### src/rtl/sdw_pkg.sv
package sdw_pkg;

  localparam int unsigned WORD_W   = 32;
  localparam int unsigned WIN_AW   = 12;   // 4 KB window
  localparam int unsigned SUB_AW   = 8;    // 256-byte regions
  localparam int unsigned REGION_W = WIN_AW - SUB_AW;

  // global bank offsets
  localparam logic [SUB_AW-1:0] OFF_IDENT  = 8'h00;
  localparam logic [SUB_AW-1:0] OFF_DBNC   = 8'h04;
  localparam logic [SUB_AW-1:0] OFF_BUSCTL = 8'h08;
  localparam logic [SUB_AW-1:0] OFF_WPPOL  = 8'hEC;
  localparam logic [SUB_AW-1:0] OFF_CDET   = 8'hF0;
  localparam logic [SUB_AW-1:0] OFF_ISTAT  = 8'hFC;

  // per-slot alias words: base + n*step, max-current at +8
  localparam int unsigned ALIAS_BASE = 'h10;
  localparam int unsigned ALIAS_STEP = 'h10;
  localparam int unsigned ALIAS_MC   = 'h08;

  localparam logic [WORD_W-1:0] IDENT_RST = 32'h0003_0000;
  localparam logic [WORD_W-1:0] DBNC_RST  = 32'h0000_0005;

  function automatic logic [SUB_AW-1:0] cap_off(input int unsigned n);
    return SUB_AW'(ALIAS_BASE + n * ALIAS_STEP);
  endfunction

  function automatic logic [SUB_AW-1:0] mc_off(input int unsigned n);
    return SUB_AW'(ALIAS_BASE + n * ALIAS_STEP + ALIAS_MC);
  endfunction

endpackage

### src/rtl/sdw_decode.sv
module sdw_decode
  import sdw_pkg::*;
#(
  parameter int unsigned NSLOT = 2
) (
  input  logic                req,
  input  logic                word,
  input  logic [REGION_W-1:0] region,
  output logic                glob_hit,
  output logic [NSLOT-1:0]    slot_hit,
  output logic                refuse
);

  localparam logic [REGION_W-1:0] LAST_REGION = REGION_W'(NSLOT);

  logic ok;
  assign ok       = req && word;
  assign glob_hit = ok && (region == '0);
  assign refuse   = req && (!word || (region > LAST_REGION));

  for (genvar n = 0; n < NSLOT; n++) begin : g_hit
    assign slot_hit[n] = ok && (region == REGION_W'(n + 1));
  end

endmodule

### src/rtl/sdw_irq_merge.sv
module sdw_irq_merge #(
  parameter int unsigned NSLOT = 2
) (
  input  logic             clk,
  input  logic             rst_n,
  input  logic [NSLOT-1:0] line,
  output logic [NSLOT-1:0] stat,
  output logic             irq
);

  logic [NSLOT-1:0] prev_q, stat_q, stat_d, rise, fall;
  logic             irq_q, irq_d;

  always_comb begin
    rise   = line & ~prev_q;
    fall   = ~line & prev_q;
    stat_d = (stat_q | rise) & ~fall;
    irq_d  = irq_q;
    if (|fall) begin
      irq_d = 1'b0;            // any drop lowers the merged line
    end else if (|rise) begin
      irq_d = 1'b1;
    end
  end

  always_ff @(posedge clk or negedge rst_n) begin
    if (!rst_n) begin
      prev_q <= '0;
      stat_q <= '0;
      irq_q  <= 1'b0;
    end else begin
      prev_q <= line;
      stat_q <= stat_d;
      irq_q  <= irq_d;
    end
  end

  assign stat = stat_q;
  assign irq  = irq_q;

endmodule

### src/rtl/sdw_gregs.sv
module sdw_gregs
  import sdw_pkg::*;
#(
  parameter int unsigned        NSLOT      = 2,
  parameter logic [WORD_W-1:0]  CAP_RST    = '0,
  parameter logic [WORD_W-1:0]  MAXCUR_RST = '0
) (
  input  logic                    clk,
  input  logic                    rst_n,
  input  logic                    wr_en,
  input  logic [SUB_AW-1:0]       off,
  input  logic [WORD_W-1:0]       wdata,
  input  logic [NSLOT-1:0]        istat,
  output logic [WORD_W-1:0]       rd_val,
  output logic [NSLOT*WORD_W-1:0] cap,
  output logic [NSLOT*WORD_W-1:0] maxcur
);

  logic [WORD_W-1:0] ident_q, dbnc_q, busctl_q, wppol_q, cdet_q;
  logic [WORD_W-1:0] ident_d, dbnc_d, busctl_d, wppol_d, cdet_d;

  always_comb begin
    ident_d  = ident_q;
    dbnc_d   = dbnc_q;
    busctl_d = busctl_q;
    wppol_d  = wppol_q;
    cdet_d   = cdet_q;
    if (wr_en) begin
      unique case (off)
        OFF_IDENT:  ident_d  = wdata;
        OFF_DBNC:   dbnc_d   = wdata;
        OFF_BUSCTL: busctl_d = wdata;
        OFF_WPPOL:  wppol_d  = wdata;
        OFF_CDET:   cdet_d   = wdata;
        default: ;
      endcase
    end
  end

  always_ff @(posedge clk or negedge rst_n) begin
    if (!rst_n) begin
      ident_q  <= IDENT_RST;
      dbnc_q   <= DBNC_RST;
      busctl_q <= '0;
      wppol_q  <= '0;
      cdet_q   <= '0;
    end else begin
      ident_q  <= ident_d;
      dbnc_q   <= dbnc_d;
      busctl_q <= busctl_d;
      wppol_q  <= wppol_d;
      cdet_q   <= cdet_d;
    end
  end

  for (genvar n = 0; n < NSLOT; n++) begin : g_alias
    logic [WORD_W-1:0] cap_q, cap_d, mc_q, mc_d;
    logic              cap_we, mc_we;

    assign cap_we = wr_en && (off == cap_off(n));
    assign mc_we  = wr_en && (off == mc_off(n));

    always_comb begin
      cap_d = cap_we ? wdata : cap_q;
      mc_d  = mc_we  ? wdata : mc_q;
    end

    always_ff @(posedge clk or negedge rst_n) begin
      if (!rst_n) begin
        cap_q <= CAP_RST;
        mc_q  <= MAXCUR_RST;
      end else begin
        cap_q <= cap_d;
        mc_q  <= mc_d;
      end
    end

    assign cap[n*WORD_W +: WORD_W]    = cap_q;
    assign maxcur[n*WORD_W +: WORD_W] = mc_q;
  end

  always_comb begin
    rd_val = '0;
    unique case (off)
      OFF_IDENT:  rd_val = ident_q;
      OFF_DBNC:   rd_val = dbnc_q;
      OFF_BUSCTL: rd_val = busctl_q;
      OFF_WPPOL:  rd_val = wppol_q;
      OFF_CDET:   rd_val = cdet_q;
      OFF_ISTAT:  rd_val = WORD_W'(istat);
      default: ;
    endcase
    for (int n = 0; n < NSLOT; n++) begin
      if (off == cap_off(n)) rd_val = cap[n*WORD_W +: WORD_W];
      if (off == mc_off(n))  rd_val = maxcur[n*WORD_W +: WORD_W];
    end
  end

endmodule

### src/rtl/sd_dual_host_regs.sv
module sd_dual_host_regs
  import sdw_pkg::*;
#(
  parameter int unsigned        NSLOT      = 2,
  parameter logic [WORD_W-1:0]  CAP_RST    = '0,
  parameter logic [WORD_W-1:0]  MAXCUR_RST = '0
) (
  input  logic                    clk,
  input  logic                    rst_n,
  input  logic                    bus_req,
  input  logic                    bus_we,
  input  logic                    bus_word,
  input  logic [WIN_AW-1:0]       bus_addr,
  input  logic [WORD_W-1:0]       bus_wdata,
  output logic                    bus_rvalid,
  output logic [WORD_W-1:0]       bus_rdata,
  output logic                    bus_err,
  output logic [NSLOT-1:0]        slot_req,
  output logic                    slot_we,
  output logic [SUB_AW-1:0]       slot_addr,
  output logic [WORD_W-1:0]       slot_wdata,
  input  logic [NSLOT*WORD_W-1:0] slot_rdata,
  input  logic [NSLOT-1:0]        slot_irq,
  output logic [NSLOT*WORD_W-1:0] slot_cap,
  output logic [NSLOT*WORD_W-1:0] slot_maxcur,
  output logic                    irq_out
);

  logic              glob_hit, refuse;
  logic [NSLOT-1:0]  slot_hit, istat;
  logic [WORD_W-1:0] greg_rd;

  sdw_decode #(.NSLOT(NSLOT)) u_dec (
    .req      (bus_req),
    .word     (bus_word),
    .region   (bus_addr[WIN_AW-1:SUB_AW]),
    .glob_hit (glob_hit),
    .slot_hit (slot_hit),
    .refuse   (refuse)
  );

  sdw_gregs #(.NSLOT(NSLOT), .CAP_RST(CAP_RST), .MAXCUR_RST(MAXCUR_RST)) u_regs (
    .clk    (clk),
    .rst_n  (rst_n),
    .wr_en  (glob_hit && bus_we),
    .off    (bus_addr[SUB_AW-1:0]),
    .wdata  (bus_wdata),
    .istat  (istat),
    .rd_val (greg_rd),
    .cap    (slot_cap),
    .maxcur (slot_maxcur)
  );

  sdw_irq_merge #(.NSLOT(NSLOT)) u_irq (
    .clk   (clk),
    .rst_n (rst_n),
    .line  (slot_irq),
    .stat  (istat),
    .irq   (irq_out)
  );

  // slot pass-through, same cycle as the bus request
  assign slot_req   = slot_hit;
  assign slot_we    = bus_we;
  assign slot_addr  = bus_addr[SUB_AW-1:0];
  assign slot_wdata = bus_wdata;

  // read return path: one register stage
  logic              rv_q, rv_d, err_q, err_d;
  logic [WORD_W-1:0] rd_q, rd_d;

  always_comb begin
    rv_d  = bus_req && !bus_we;
    err_d = refuse;
    rd_d  = '0;
    if (rv_d) begin
      if (glob_hit) rd_d = greg_rd;
      for (int n = 0; n < NSLOT; n++) begin
        if (slot_hit[n]) rd_d = slot_rdata[n*WORD_W +: WORD_W];
      end
    end
  end

  always_ff @(posedge clk or negedge rst_n) begin
    if (!rst_n) begin
      rv_q  <= 1'b0;
      err_q <= 1'b0;
      rd_q  <= '0;
    end else begin
      rv_q  <= rv_d;
      err_q <= err_d;
      if (rv_d) rd_q <= rd_d;   // clock enable: hold data between reads
    end
  end

  assign bus_rvalid = rv_q;
  assign bus_err    = err_q;
  assign bus_rdata  = rv_q ? rd_q : '0;

endmodule

### config.mk
export PLATFORM = sky130hd
export DESIGN_NAME = sd_dual_host_regs
export DESIGN_NICKNAME = d
export VERILOG_FILES = /design/src/rtl/sdw_pkg.sv /design/src/rtl/sdw_decode.sv /design/src/rtl/sdw_irq_merge.sv /design/src/rtl/sdw_gregs.sv /design/src/rtl/sd_dual_host_regs.sv
export SDC_FILE = /design/constraint.sdc
export NUM_CORES = 1
export LEC_CHECK = 0
export BUFFER_PORTS_ARGS = -buffer_cell sky130_fd_sc_hd__buf_2
export CORE_MARGIN = 8
export CORE_UTILIZATION = 40
export DETAILED_ROUTE_END_ITERATION = 10
export GPL_ROUTABILITY_DRIVEN = 1
export PLACE_DENSITY_LB_ADDON = 0.12
export SLEW_MARGIN = 20
export SYNTH_ARGS = -nofsm -noshare
export SYNTH_HDL_FRONTEND = slang
export SYNTH_HIERARCHICAL = 1
export SYNTH_SLANG_ARGS = --single-unit
### constraint.sdc
create_clock -name clk -period 3.6 [get_ports clk]
set_input_delay 0.9 -clock clk [delete_from_list [all_inputs] [get_ports clk]]
set_output_delay 0.9 -clock clk [all_outputs]
set_load 0.05 [all_outputs]
# [Yosys cells after proc, flatten, opt, wreduce, memory -nomap -nowiden]
# Cells that the tools add are included.
# Widths: inputs -> output; s select.
[totals] ff_bits=327 out_inout_bits=206 elab_cells=69
[op_classes] n_lt_le_gt_ge=1 n_eq_ne=11 n_mux=11 bitwise=7 n_reduce_logical=24
[ops] operator="$mux 32" n=8
[ops] operator="$pmux 32 s6" n=1
[ops] operator="$eq 8x8->1 const B" n=3
[ops] operator="$eq 8x5->1 const B" n=2
[ops] operator="$eq 8x6->1 const B" n=2
[ops] operator="$logic_and 1x1->1" n=11
[ops] operator="$reduce_and 2->1" n=5
[ops] operator="$eq 8x3->1 const B" n=1
[ops] operator="$eq 8x4->1 const B" n=1
[ops] operator="$logic_not 8->1" n=1
[ops] operator="$and 2x2->2" n=3
[ops] operator="$not 2->2" n=3
[ops] operator="$eq 4x1->1 const B" n=1
[ops] operator="$eq 4x2->1 const B" n=1
[ops] operator="$gt 4x2->1 const B" n=1
[ops] operator="$logic_not 4->1" n=1
[ops] operator="$reduce_or 2->1" n=2
[ops] operator="$logic_not 1->1" n=2
[ops] operator="$mux 1" n=2
[ops] operator="$or 2x2->2" n=1
[ops] operator="$reduce_bool 2->1" n=1
[ops] operator="$logic_or 1x1->1" n=1

# [Logic depth before layout (Yosys ltp)]
[depth] word_depth=9 ltp_mapped=11

# [By module]
# The synthesis kept the hierarchy.
[by_module_without_submodules] mod="sdw_gregs" n_inst=1 cells_per_inst=997 area_each_um2=13365.3 seq_area_each_um2=7211.9
[by_module_without_submodules] mod="sd_dual_host_regs" n_inst=1 cells_per_inst=267 area_each_um2=2372.3 seq_area_each_um2=850.8
[by_module_without_submodules] mod="sdw_irq_merge" n_inst=1 cells_per_inst=15 area_each_um2=188.9 seq_area_each_um2=125.1
[by_module_without_submodules] mod="sdw_decode" n_inst=1 cells_per_inst=6 area_each_um2=72.6 seq_area_each_um2=0.0

# [Worst setup path before layout]
# Ideal clock, no wire load.
[synth_timing] path_kind="input -> output" from="input bus_addr[10]" to="output slot_req[0]" arrival_ns=1.875 t_required_ns=2.700 slack_ns=0.825 stages=2 n_path_buf=0 path_cell_list="nand4bb_4 -> nor3b_2"
[synth_via] elab_chain_cells=2
[synth_lines] element="start: declaration" line="sd_dual_host_regs.sv:13" rtl="input logic [WIN_AW-1:0] bus_addr,"
[synth_lines] element="$eq 4x1->1" line="sdw_decode.sv:22" rtl="assign slot_hit[n] = ok && (region == REGION_W'(n + 1));"
[synth_lines] element="$logic_and 1x1->1" line="sdw_decode.sv:22"
[synth_lines] element="end: declaration" line="sd_dual_host_regs.sv:18" rtl="output logic [NSLOT-1:0] slot_req,"
# No other way between the ends.

# [Worst setup path in the final report]
[layout_timing] from="register rv_q, in the netlist bus_rvalid" to="output bus_rdata[2]"
[layout_via] elab_chain_cells=1
[layout_lines] element="start: declaration" line="sd_dual_host_regs.sv:69" rtl="logic rv_q, rv_d, err_q, err_d;"
[layout_lines] element="start signal: assignment" line="sd_dual_host_regs.sv:90" rtl="rv_q <= rv_d;"
[layout_lines] element="$mux 32" line="sd_dual_host_regs.sv:98" rtl="assign bus_rdata = rv_q ? rd_q : '0;"
[layout_lines] element="end: declaration" line="sd_dual_host_regs.sv:16" rtl="output logic [WORD_W-1:0] bus_rdata,"
# No other way between the ends.

==> impl.org <==
** Layout
- After the last flow step, the layout net total stands at 1667.
- Sequential cell area :: 8190 sq um
- Post-route design area :: 19300 sq um
- The filler cells instantiated in the layout total 3656.
- Area occupied by multi-input gates :: 6950 sq um
- Share of final-layout standard cells stronger than drive strength 1 :: 0.414
- Layout area overhead :: 20.6%
- 0 antenna diodes ended up in the layout.

** Routing
- Routed wirelength normalized by instance count :: 26.8 microns
- Vias :: 12000
- Routed wire length :: 56.3 mm
- Using the TritonRoute via totals, the vias-per-cell ratio works out to 5.72.
- In the detailed route, the total length drawn on met3 is 4.40 mm.
- Wire segments on met2 add up to 25.1 mm in the final route.
- Once detail routing completed, the nets flagged for antenna violations numbered 0.
- Iteration-0 DRC Markers :: 1258
- After detailed routing, no signal wire sits above met5.
- After detailed routing, the wire length on met1 is 25.6 mm.
- The first detailed-routing pass took 7 iterations.
- DRC :: 0

** Placed design
- Summing all placed instances gives a cell area of 18000 sq um.
- Timing analysis after detailed placement gives a worst setup slack of 0.213 ns.
- Total half-perimeter wirelength after legalization and detailed placement :: 39.3 mm
- At the end of routability-driven placement, the weighted congestion stood at 0.820.
- Buffers placed on the I/O ports in this run total 320.

** Clocking
- Counting every sink on the clock net gives 327.
- Clock tree synthesis selected as its root buffer the cell clkbuf_16.
- Cells resized by post-CTS repair :: 0
- Post-CTS clock slew at the launch and capture registers of the worst setup and hold paths :: 0.06 ns
- CTS built an H-tree with a depth of 2.
- TritonCTS built the clock tree.
- Hold Buf Count CTS :: 0
- The longest clock path from root to sink contains 3 buffers.
- Number of buffers inserted to repair setup after CTS :: 0
- Clock network latency to the later pin of the worst-skew pair :: 0.55 ns
- Total clock buffers created by CTS :: 38

** GRT
- The first global-routing pass estimated 84.6 mm of wire.
- The total overflow left after global routing is 0.
- Entering global routing, the biggest net connects 75 pins.
- In the global route stage, overall resource usage came out at 0.236.
- Via count of the first global-routing pass :: 12800
- Antenna violations before repair :: 1

** Yosys
- Cell area after synthesis :: 16000 sq um
- Counting flops with a built-in enable in the synthesized netlist gives 0.
- Among all flip-flop cells after synthesis, the most frequent one is dfrtp_1.
- Yosys mapped the design onto 61 distinct sky130hd cell types.
- In the post-synthesis netlist, the biggest area contributors are dfrtp_1 (51%), mux2_2 (13%), mux2_1 (8.0%).
- Flops & latches, synth :: 327
- Mean cell area of the mapped netlist :: 12.5 sq um
- Of the synthesized area, sequential elements account for 0.512.
- Net Count, Synth :: 1400
- Most area-hungry cell type in the Yosys netlist :: dfrtp_1
- Post-synthesis async set-or-reset flop share :: 1.00
- Synth Instances :: 1285
- The share of synthesized area in the top cell type comes to 0.505.
- For this run, the number of Yosys warnings is 6.

** Worst setup path
- Source of the worst register-to-register timing path :: u_regs/dbnc_q[0]$_DFFE_PN1P_
- Across all register-to-register paths, the minimum setup slack is 1.74 ns.
- Counting both buffers and inverters, the worst setup path holds a total of 1.
- CP Data Required Time :: 2.70 ns
- STA classifies the critical path startpoint as a register.
- Grouping stages by cell kind, the critical path spends the most delay in flip-flops.
- The critical path starts at bus_rvalid$_DFF_PN0_.
- The critical path is of the register to output pin type.
- STA classifies the critical path endpoint as an output pin.
- The most critical setup path has its endpoint at bus_rdata[2].
- Data arrives at the worst endpoint at 2.07 ns.
- The worst register-to-register path ends at rd_q[0]$_DFFE_PN0P_.
- Stages on the worst setup path :: 2
- Cells on worst reg2reg path :: 6
- For this run, the slowest stage of the critical path takes 0.93 ns.
- Cell breakdown of the critical path :: and2_1 > buf_2
- Critical path's slowest cell :: dfrtp_1
- Of all nets on the critical path, the largest fanout is 33.

** STA
- Crit share post-route :: 0.825
- Setup violations remaining at the end of the flow were counted as 0.
- For this run, the top clock speed supported by timing is 337 MHz.
- Across the routed clock network, the largest skew measured is 0.0131 ns.
- The worst pin sits at a relative slew slack of 0.401.
- The worst path in the final design needs a cycle of 2.97 ns, including I/O delays and setup.
- For the pin with the worst max-slew slack, the measured transition is 0.898 ns.
- Number of pins exceeding their max-slew limit in the final report :: 0
- Across all setup checks in the final design, the least slack found is 0.631 ns.
- Summed over all failing endpoints, the final setup total negative slack is 0 ns.
- Setup repair after global routing left no endpoint under its margin.
- The number of endpoints with negative hold slack in the final report came to 0.

** Power and ir drop
- Reg power frac :: 0.450
- Of the total power, the clock network draws 0.481.
- Cell leakage power :: 10.0 nW
- Peak VDD IR :: 343 uV
- Fraction of power consumed by combinational cells :: 0.069
- Of the total power, the share spent switching nets is 0.244.
- Power spread over the standard cell area amounts to 427 nW/um^2.
- In this run the power spent charging and discharging nets is 2.01 mW.
- The internal power of the cells totals 6.23 mW.

** Die
- Count of boundary I/O pins :: 321
- Die outline width :: 216 microns
- Die Height :: 216 microns
- Die footprint :: 46700 sq um
- Row Count :: 73
- The total area inside the core boundary comes to 39600 sq um.
- Initial core utilization :: 0.404

** Outcome
- The flow ran to the end, and the final reports show no timing, DRC or antenna violations.

** Job
- Max-cap violations in this run came to 0.

** Min path
- Path class of the lowest-slack min-delay path :: input port to async pin
==> layout make-up <==
type | instances | area share
Clock buffer | 55 | 0.0606
Clock inverter | 13 | 0.00629
Inverter | 4 | 0.000778
Multi-Input combinational cell | 805 | 0.360
Sequential cell | 327 | 0.424
Tap cell | 525 | 0.0340
Timing Repair Buffer | 376 | 0.114
==> per-stage QoR <==
stage / util / hold slack (ns) / std cells / power [mW]
after detailed placement: 0.454 / 0.458 / 2037 / 4.35
after CTS: 0.487 / 0.359 / 2105 / 8.35
final: 0.487 / 0.331 / 2105 / 8.24
after global placement: 0.454 / 0.454 / 2037 / 4.35
after floorplan: - / 0.441 / 1285 / 4.05
after global routing: 0.487 / 0.359 / 2105 / 8.53
==> logic make-up (layout without fill, tap and decap cells) <==
| group | after synthesis | after routing | synth area share |
|---|---|---|---|
| fa+ha+maj | 1 | 1 | 0.000626 |
| compound gates | 311 | 311 | 0.141 |
| mux | 307 | 307 | 0.215 |
| buf+inv | 153 | 448 | 0.0565 |
| flops | 327 | 327 | 0.512 |
| simple gates | 186 | 186 | 0.0749 |
==> worst register-to-register path, cell delays in order (launching register included) <==
cell and delay (ns):
dfstp_2 0.53, a22oi_1 0.07, o22ai_1 0.18, a311oi_1 0.08, o22ai_1 0.48, a221oi_1 0.17, o31ai_1 0.26
==> sequential cells by signal, summed over array words and instances (netlist names) <==
signal,flops
bus_rvalid,1
u_regs/g_alias.cap_q,64
u_regs/busctl_q,32
u_regs/dbnc_q,32
bus_err,1
rd_q,32
u_irq/irq,1
u_regs/ident_q,32
u_regs/wppol_q,32
u_irq/prev_q,2
u_regs/g_alias.mc_q,64
u_irq/stat,2
u_regs/cdet_q,32
==> power by group through the flow <==
stage / clock network (mW) / registers, mW / logic, mW
2_1_floorplan: 0 / 3.79 / 0.268
3_3_place_gp: 0 / 3.78 / 0.573
3_5_place_dp: 0 / 3.78 / 0.574
4_1_cts: 4.06 / 3.71 / 0.575
5_1_grt: 4.21 / 3.71 / 0.611
6_report: 3.96 / 3.71 / 0.570
==> cells in the mapped netlist, types with 5 or more instances <==
master,count
a21o_1,21
buf_2,50
o22ai_1,9
a222oi_1,24
o21ai_0,76
nor3_1,5
nand3_4,5
and2_1,39
buf_6,8
a31o_2,5
buf_4,55
a221oi_1,30
nand3_1,23
a22oi_1,57
nor2_1,8
mux2_2,181
a22o_1,27
o31ai_1,30
nand2_1,42
mux2i_1,12
a21oi_1,10
o2bb2ai_1,5
mux2_1,114
nor2b_1,34
dfrtp_1,323
clkbuf_1,34
==> worst min-delay path by stage <==
stage | cells past startpoint | endpoint | slack, ns
detailed placement | 2 | rd_q[20]$_DFFE_PN0P_ | 0.46
global route | 1 | u_regs/g_alias[1].cap_q[12]$_DFFE_PN0P_ | 0.36
global placement | 2 | rd_q[20]$_DFFE_PN0P_ | 0.45
CTS | 1 | u_regs/g_alias[1].cap_q[15]$_DFFE_PN0P_ | 0.36
finish | 1 | u_regs/g_alias[1].cap_q[15]$_DFFE_PN0P_ | 0.33
floorplan | 2 | rd_q[0]$_DFFE_PN0P_ | 0.44
==> routing by layer <==
layer / vias up / GRT usage
li1: 5318 / -
met1: 6174 / 0.331
met2: 480 / 0.361
met3: 66 / 0.0629
met4: 2 / 0.0564
met5: - / 0
==> cell usage in the layout, fill, tap and decap left out, types with 3 or more instances in the layout <==
cell       instances
dfrtp_1          323
buf_2            318
mux2_2           181
mux2_1           114
o21ai_0           76
a22oi_1           57
buf_4             44
nand2_1           41
clkbuf_16         41
and2_1            39
nor2b_1           33
a221oi_1          30
o31ai_1           30
a22o_1            27
a222oi_1          24
nand3_1           23
a21o_1            21
buf_12            13
mux2i_1           12
a21oi_1           10
clkinv_2           9
clkbuf_8           9
o22ai_1            9
nor2_1             8
clkbuf_1           5
nor3_1             5
a31o_2             5
o2bb2ai_1          5
nand3_4            5
inv_1              4
a311oi_1           4
dfstp_2            4
nor3_4             3
or3_1              3
o21ai_1            3
nand3_2            3
(Power assumes the default switching activity.)
